### src/rtl/kbd_scan_pkg.sv
package kbd_scan_pkg;

   // width of a counter that must hold values 0..n-1, never zero
   function automatic int unsigned cnt_width(input int unsigned n);
      return (n > 1) ? $clog2(n) : 1;
   endfunction

endpackage

### src/rtl/kbd_row_sync.sv
module kbd_row_sync #(
   parameter int unsigned WIDTH  = 7,
   parameter int unsigned STAGES = 2
) (
   input  logic             clk,
   input  logic             rst_n,
   input  logic [WIDTH-1:0] din_n,
   output logic [WIDTH-1:0] dout_n
);

   if (STAGES < 2) begin : g_bad_stages
      $error("kbd_row_sync: STAGES must be at least 2");
   end

   logic [WIDTH-1:0] stage_q [STAGES];

   for (genvar s = 0; s < STAGES; s++) begin : g_stage
      always_ff @(posedge clk) begin
         if (!rst_n) begin
            stage_q[s] <= '1;
         end else begin
            stage_q[s] <= (s == 0) ? din_n : stage_q[(s == 0) ? 0 : s - 1];
         end
      end
   end

   assign dout_n = stage_q[STAGES-1];

endmodule

### src/rtl/kbd_col_sequencer.sv
module kbd_col_sequencer
   import kbd_scan_pkg::*;
#(
   parameter int unsigned NUM_COLS      = 8,
   parameter int unsigned SETTLE_CYCLES = 16,
   localparam int unsigned CW = cnt_width(NUM_COLS)
) (
   input  logic                clk,
   input  logic                rst_n,
   output logic [CW-1:0]       col_idx,
   output logic [NUM_COLS-1:0] cols_n,
   output logic                sample_en,
   output logic                sweep_end
);

   localparam int unsigned SW = cnt_width(SETTLE_CYCLES);
   localparam logic [SW-1:0] DWELL_LAST = SW'(SETTLE_CYCLES - 1);
   localparam logic [CW-1:0] COL_LAST   = CW'(NUM_COLS - 1);

   logic [SW-1:0] dwell_q;
   logic [CW-1:0] col_q;

   always_ff @(posedge clk) begin
      if (!rst_n) begin
         dwell_q <= '0;
         col_q   <= '0;
      end else if (dwell_q == DWELL_LAST) begin
         dwell_q <= '0;
         col_q   <= (col_q == COL_LAST) ? '0 : col_q + 1'b1;
      end else begin
         dwell_q <= dwell_q + 1'b1;
      end
   end

   for (genvar c = 0; c < NUM_COLS; c++) begin : g_drive
      assign cols_n[c] = (col_q != CW'(c));
   end

   assign col_idx   = col_q;
   assign sample_en = (dwell_q == DWELL_LAST);
   assign sweep_end = sample_en && (col_q == COL_LAST);

endmodule

### src/rtl/kbd_key_debounce.sv
module kbd_key_debounce
   import kbd_scan_pkg::*;
#(
   parameter int unsigned NUM_COLS       = 8,
   parameter int unsigned NUM_ROWS       = 7,
   parameter int unsigned DEBOUNCE_SCANS = 4,
   localparam int unsigned CW   = cnt_width(NUM_COLS),
   localparam int unsigned KEYS = NUM_COLS * NUM_ROWS
) (
   input  logic                clk,
   input  logic                rst_n,
   input  logic                sample_en,
   input  logic [CW-1:0]       col_idx,
   input  logic [NUM_ROWS-1:0] row_closed,
   output logic [KEYS-1:0]     key_map
);

   localparam int unsigned DW = cnt_width(DEBOUNCE_SCANS);
   localparam logic [DW-1:0] RUN_LAST = DW'(DEBOUNCE_SCANS - 1);

   for (genvar c = 0; c < NUM_COLS; c++) begin : g_col
      logic col_hit;
      assign col_hit = sample_en && (col_idx == CW'(c));

      for (genvar r = 0; r < NUM_ROWS; r++) begin : g_row
         localparam int unsigned K = c * NUM_ROWS + r;
         logic [DW-1:0] run_q;
         logic          level_q;

         always_ff @(posedge clk) begin
            if (!rst_n) begin
               run_q   <= '0;
               level_q <= 1'b0;
            end else if (col_hit) begin
               if (row_closed[r] == level_q) begin
                  run_q <= '0;
               end else if (run_q == RUN_LAST) begin
                  run_q   <= '0;
                  level_q <= row_closed[r];
               end else begin
                  run_q <= run_q + 1'b1;
               end
            end
         end

         assign key_map[K] = level_q;
      end
   end

endmodule

### src/rtl/kbd_matrix_scanner.sv
module kbd_matrix_scanner
   import kbd_scan_pkg::*;
#(
   parameter int unsigned NUM_COLS       = 8,
   parameter int unsigned NUM_ROWS       = 7,
   parameter int unsigned SETTLE_CYCLES  = 16,
   parameter int unsigned DEBOUNCE_SCANS = 4,
   parameter int unsigned SYNC_STAGES    = 2
) (
   input  logic                         clk,
   input  logic                         rst_n,
   input  logic [NUM_ROWS-1:0]          rows_n,
   output logic [NUM_COLS-1:0]          cols_n,
   output logic [NUM_COLS*NUM_ROWS-1:0] key_map,
   output logic                         scan_done
);

   localparam int unsigned CW = cnt_width(NUM_COLS);

   if (NUM_COLS < 2) begin : g_bad_cols
      $error("kbd_matrix_scanner: NUM_COLS must be at least 2");
   end
   if (NUM_ROWS < 1) begin : g_bad_rows
      $error("kbd_matrix_scanner: NUM_ROWS must be at least 1");
   end
   if (SETTLE_CYCLES <= SYNC_STAGES) begin : g_bad_settle
      $error("kbd_matrix_scanner: SETTLE_CYCLES must exceed SYNC_STAGES");
   end
   if (DEBOUNCE_SCANS < 2) begin : g_bad_debounce
      $error("kbd_matrix_scanner: DEBOUNCE_SCANS must be at least 2");
   end

   logic [NUM_ROWS-1:0] rows_sync_n;
   logic [CW-1:0]       col_idx;
   logic                sample_en;
   logic                sweep_end;
   logic                done_q;

   kbd_row_sync #(
      .WIDTH  (NUM_ROWS),
      .STAGES (SYNC_STAGES)
   ) u_sync (
      .clk    (clk),
      .rst_n  (rst_n),
      .din_n  (rows_n),
      .dout_n (rows_sync_n)
   );

   kbd_col_sequencer #(
      .NUM_COLS      (NUM_COLS),
      .SETTLE_CYCLES (SETTLE_CYCLES)
   ) u_seq (
      .clk       (clk),
      .rst_n     (rst_n),
      .col_idx   (col_idx),
      .cols_n    (cols_n),
      .sample_en (sample_en),
      .sweep_end (sweep_end)
   );

   kbd_key_debounce #(
      .NUM_COLS       (NUM_COLS),
      .NUM_ROWS       (NUM_ROWS),
      .DEBOUNCE_SCANS (DEBOUNCE_SCANS)
   ) u_deb (
      .clk        (clk),
      .rst_n      (rst_n),
      .sample_en  (sample_en),
      .col_idx    (col_idx),
      .row_closed (~rows_sync_n),
      .key_map    (key_map)
   );

   always_ff @(posedge clk) begin
      if (!rst_n) done_q <= 1'b0;
      else        done_q <= sweep_end;
   end

   assign scan_done = done_q;

endmodule

### config.mk
export PLATFORM = sky130hd
export DESIGN_NAME = kbd_matrix_scanner
export DESIGN_NICKNAME = d
export VERILOG_FILES = /design/src/rtl/kbd_scan_pkg.sv /design/src/rtl/kbd_row_sync.sv /design/src/rtl/kbd_col_sequencer.sv /design/src/rtl/kbd_key_debounce.sv /design/src/rtl/kbd_matrix_scanner.sv
export SDC_FILE = /design/constraint.sdc
export NUM_CORES = 1
export LEC_CHECK = 0
export BUFFER_PORTS_ARGS = -buffer_cell sky130_fd_sc_hd__buf_2
export CORE_ASPECT_RATIO = 0.5
export CORE_MARGIN = 3
export CORE_UTILIZATION = 30
export CTS_CLUSTER_DIAMETER = 40
export DETAILED_ROUTE_END_ITERATION = 16
export GPL_TIMING_DRIVEN = 0
export PLACE_DENSITY_LB_ADDON = 0.25
export SLEW_MARGIN = 40
export SYNTH_ARGS = -nofsm -noshare
export SYNTH_HDL_FRONTEND = slang
export SYNTH_SLANG_ARGS = --single-unit
export TNS_END_PERCENT = 50
### constraint.sdc
create_clock -name clk -period 2.1 [get_ports clk]
set_input_delay 0.21 -clock clk [delete_from_list [all_inputs] [get_ports clk]]
set_output_delay 0.21 -clock clk [all_outputs]
set_load 0.01 [all_outputs]
==> impl_metrics.ini <==
[placed_design]
hpwl_um = 19700
port_buffers = 72
dp_cells = 1533
post_dp_cell_area_mm2 = 0.0104
gp_congestion = 0.792

[worst_setup_path]
end_kind = output pin
criticalPathCategory = flip-flop to output pin
crit_arrival_ns = 1.78
worstPathMaxFanout = 10
required_ns = 1.89
crit_path_cell_trace = inv_1 -> ha_2 -> clkbuf_4 -> nand2_1 -> buf_2
crit_path_max_incr_delay_ns = 0.35
crit_slowest_cell = ha_2
crit_path_start_kind = flip-flop

[detailed_routing]
drt_wl_total_um = 28300
drc_errors = 0
ant_nets = 0
vias_per_cell = 4.99
dr.first_iter.drc_count = 619
vias = 7823
firstDrtPassIters = 5
wl_per_cell_um = 18.1

[global_route]
grt_pass1_vias = 7944
overflow = 0
grt_max_degree = 17
grt_pass1_wl_um = 44300
track_usage_pct = 16.7
antenna_found_initial = 0

[run_status]
status = finished, final reports clean

[final_layout]
drive_gt1_share_pct = 19.1
nets = 1204
fin_cells = 1567
fin_area_mm2 = 0.0110
antennaDiodeCount = 0
area_growth_pct = 16.0
final_common_cell = dfxtp_1
layout_common_cells = 190 x dfxtp_1, 140 x nand2_1, 115 x nand3_1

[floorplan]
initial_core_util_pct = 30.9
die_w_um = 258
dieHeight_um = 132
ios = 74
die-area_mm2 = 0.0340
rows = 45
coreArea_mm2 = 0.0307

[yosys]
synth.yosys.warnings = 0
ys_ff_latch = 190
syn_area_per_cell_um2 = 9.16
synth_seq_area_share_pct = 40.0
synth_cells = 1038
syn_nets = 1110
syn_area_mm2 = 0.00951
synth.distinct_cells = 38

[power]
p_sw_share_pct = 23.6
power.leakage_nw = 4.94
clockPowerShare_pct = 44.5
p_per_area_mw_per_mm2 = 644
power_frac_comb_pct = 4.5
power.internal_w = 0.00543
vdd_drop_max_v = 0.000617
p_switching_w = 0.00168
power_frac_seq_pct = 51.1

[timing]
fmax_ghz = 0.503
fin_crit_ns = 1.99
finalSetupViolations = 0
rsz0062_at_grt = yes
period_share_pct = 94.6
slew_violations = 0
slew_headroom_pct = 48.4
final-hold-violation-count = 0
worst_slew_pin_slew_ns = 0.773
skew_ns = 0.00888

[clock_tree]
cts_setup_buffers = 0
clk_pin_slew_worst_paths_ns = 0.07
cts-buffers-inserted = 17
tritoncts = built
clock_latency_ns = 0.44
cts_num_sinks = 190
clk_path_buf_depth = 2
cts_root_buf = clkbuf_16
htreeDepth = 4

[job]
cap_violations = 0

[hold_path]
hold_path.class = input port to flip-flop
-- cell usage after synthesis --
cell      number  share of area, %
dfxtp_1      190                40
a311oi_2       7               1.1
nor2_1        41               1.6
a21oi_1       42               2.2
nand4_1       18               1.2
nor3b_1       17               1.3
nand4b_1       1             0.092
a32o_1         1              0.11
clkbuf_1      28               1.1
o41ai_2        1              0.17
buf_4         64               5.1
buf_2         20               1.1
clkbuf_2       1             0.053
inv_1          6              0.24
inv_2          1             0.039
mux2i_1      103                11
and4_4         1              0.12
and2_0         2              0.13
a311oi_1      14               1.3
and4b_1        1              0.11
buf_6          9               1.1
and4_1         2              0.18
o21ai_0       32               1.7
nand2_4        3              0.36
or2_2          1             0.066
a31oi_1        7              0.46
nand2_2        2              0.13
nand2_1      140               5.5
nand2b_1      21               1.4
and2_4         1             0.092
nand3_1      115               6.1
nor3_1         3              0.16
buf_1          5              0.20
a31o_2         1             0.092
xor2_1         1             0.092
ha_1          63               8.3
xnor2_1       57               5.3
and3_1        16               1.1
-- worst paths after layout --
check                       startpoint                         endpoint  slack [ns]  cells after the start
setup / recovery      u_seq.col_idx[0]                        cols_n[6]        0.11                      5
setup reg to reg      u_seq.col_idx[2]  u_deb.g_col[3].g_row[3].level_q        0.17                      6
hold reg to reg   u_sync.stage_q[0][5]             u_sync.stage_q[1][5]        0.41                      1
hold / removal                   rst_n             u_sync.stage_q[1][2]        0.33                      3
-- flip-flops by register name, summed over array words and instances, names as in the netlist --
signal / count
scan_done: 1
u_deb.g_col.g_row.level_q: 56
u_deb.g_col.g_row.run_q: 112
u_seq.col_idx: 3
u_seq.dwell_q: 4
u_sync.stage_q: 14
-- per-layer routing --
| layer | share of wire [%] | vias up | track usage [%] |
|---|---|---|---|
| met3 | 4.6 | 36 | 2.82 |
| met5 | 0 | - | 0 |
| li1 | - | 3731 | - |
| met2 | 48 | 168 | 28.6 |
| met1 | 46 | 3888 | 21.5 |
| met4 | 1.8 | 0 | 5.03 |
-- metrics by stage --
stage | setup TNS [ns] | utilization (%) | setup slack, ns | power (W) | hold slack (ns)
3_3_place_gp | 0 | 33.8 | 0.00662 | 0.00401 | 0.392
3_5_place_dp | 0 | 33.8 | 0.00797 | 0.00402 | 0.396
5_1_grt | -0.0130 | 35.9 | -0.0130 | 0.00732 | 0.313
4_1_cts | 0 | 35.9 | 0.00245 | 0.00717 | 0.298
2_1_floorplan | 0 | - | 0.572 | 0.00389 | 0.311
6_report | 0 | 35.9 | 0.114 | 0.00711 | 0.328
-- critical path: cells and delay by family, from the launching register on --
kind                     cells  cell delay (ns)
AND/OR/NAND/NOR              1             0.07
adder cells (fa/ha/maj)      1             0.35
buffers and inverters        3             0.59
flip-flops                   1             0.33
-- final cells by class --
cell class | count | area, µm²
clock buffer | 22 | 474
buffer | 123 | 803
multi-input combinational | 714 | 4870
tap | 423 | 529
clock inverter | 9 | 86.3
sequential | 190 | 3800
timing repair buffer | 79 | 430
fill | 3170 | 19700
inverter | 7 | 30.0
-- cell families (layout without fill, tap and decap cells) --
family	count (synthesis)	count (layout)	share of synthesized area [%]
AOI/OAI and AO/OA	105	105	7.12
DFF	190	190	40.0
muxes	103	103	10.8
buffers and inverters	134	240	8.80
xor gates and xnor gates	58	58	5.34
adders and majority gates	63	63	8.29
and+or+nand+nor	385	385	19.6
-- what timing repair did --
action                     CTS  global route
resized for setup            7             5
hold buffers                 7             0
pin swaps                    0             0
setup endpoints to repair    8            15
hold endpoints to repair     7             0
-- power by group through the flow --
stage	clock network [W]	registers (W)	logic [W]
3_5_place_dp	0	0.00371	0.000306
3_3_place_gp	0	0.00371	0.000301
4_1_cts	0.00322	0.00363	0.000317
5_1_grt	0.00335	0.00363	0.000339
2_1_floorplan	0	0.00371	0.000182
6_report	0.00316	0.00363	0.000317
Note: power is estimated with default switching activity, not from simulation.
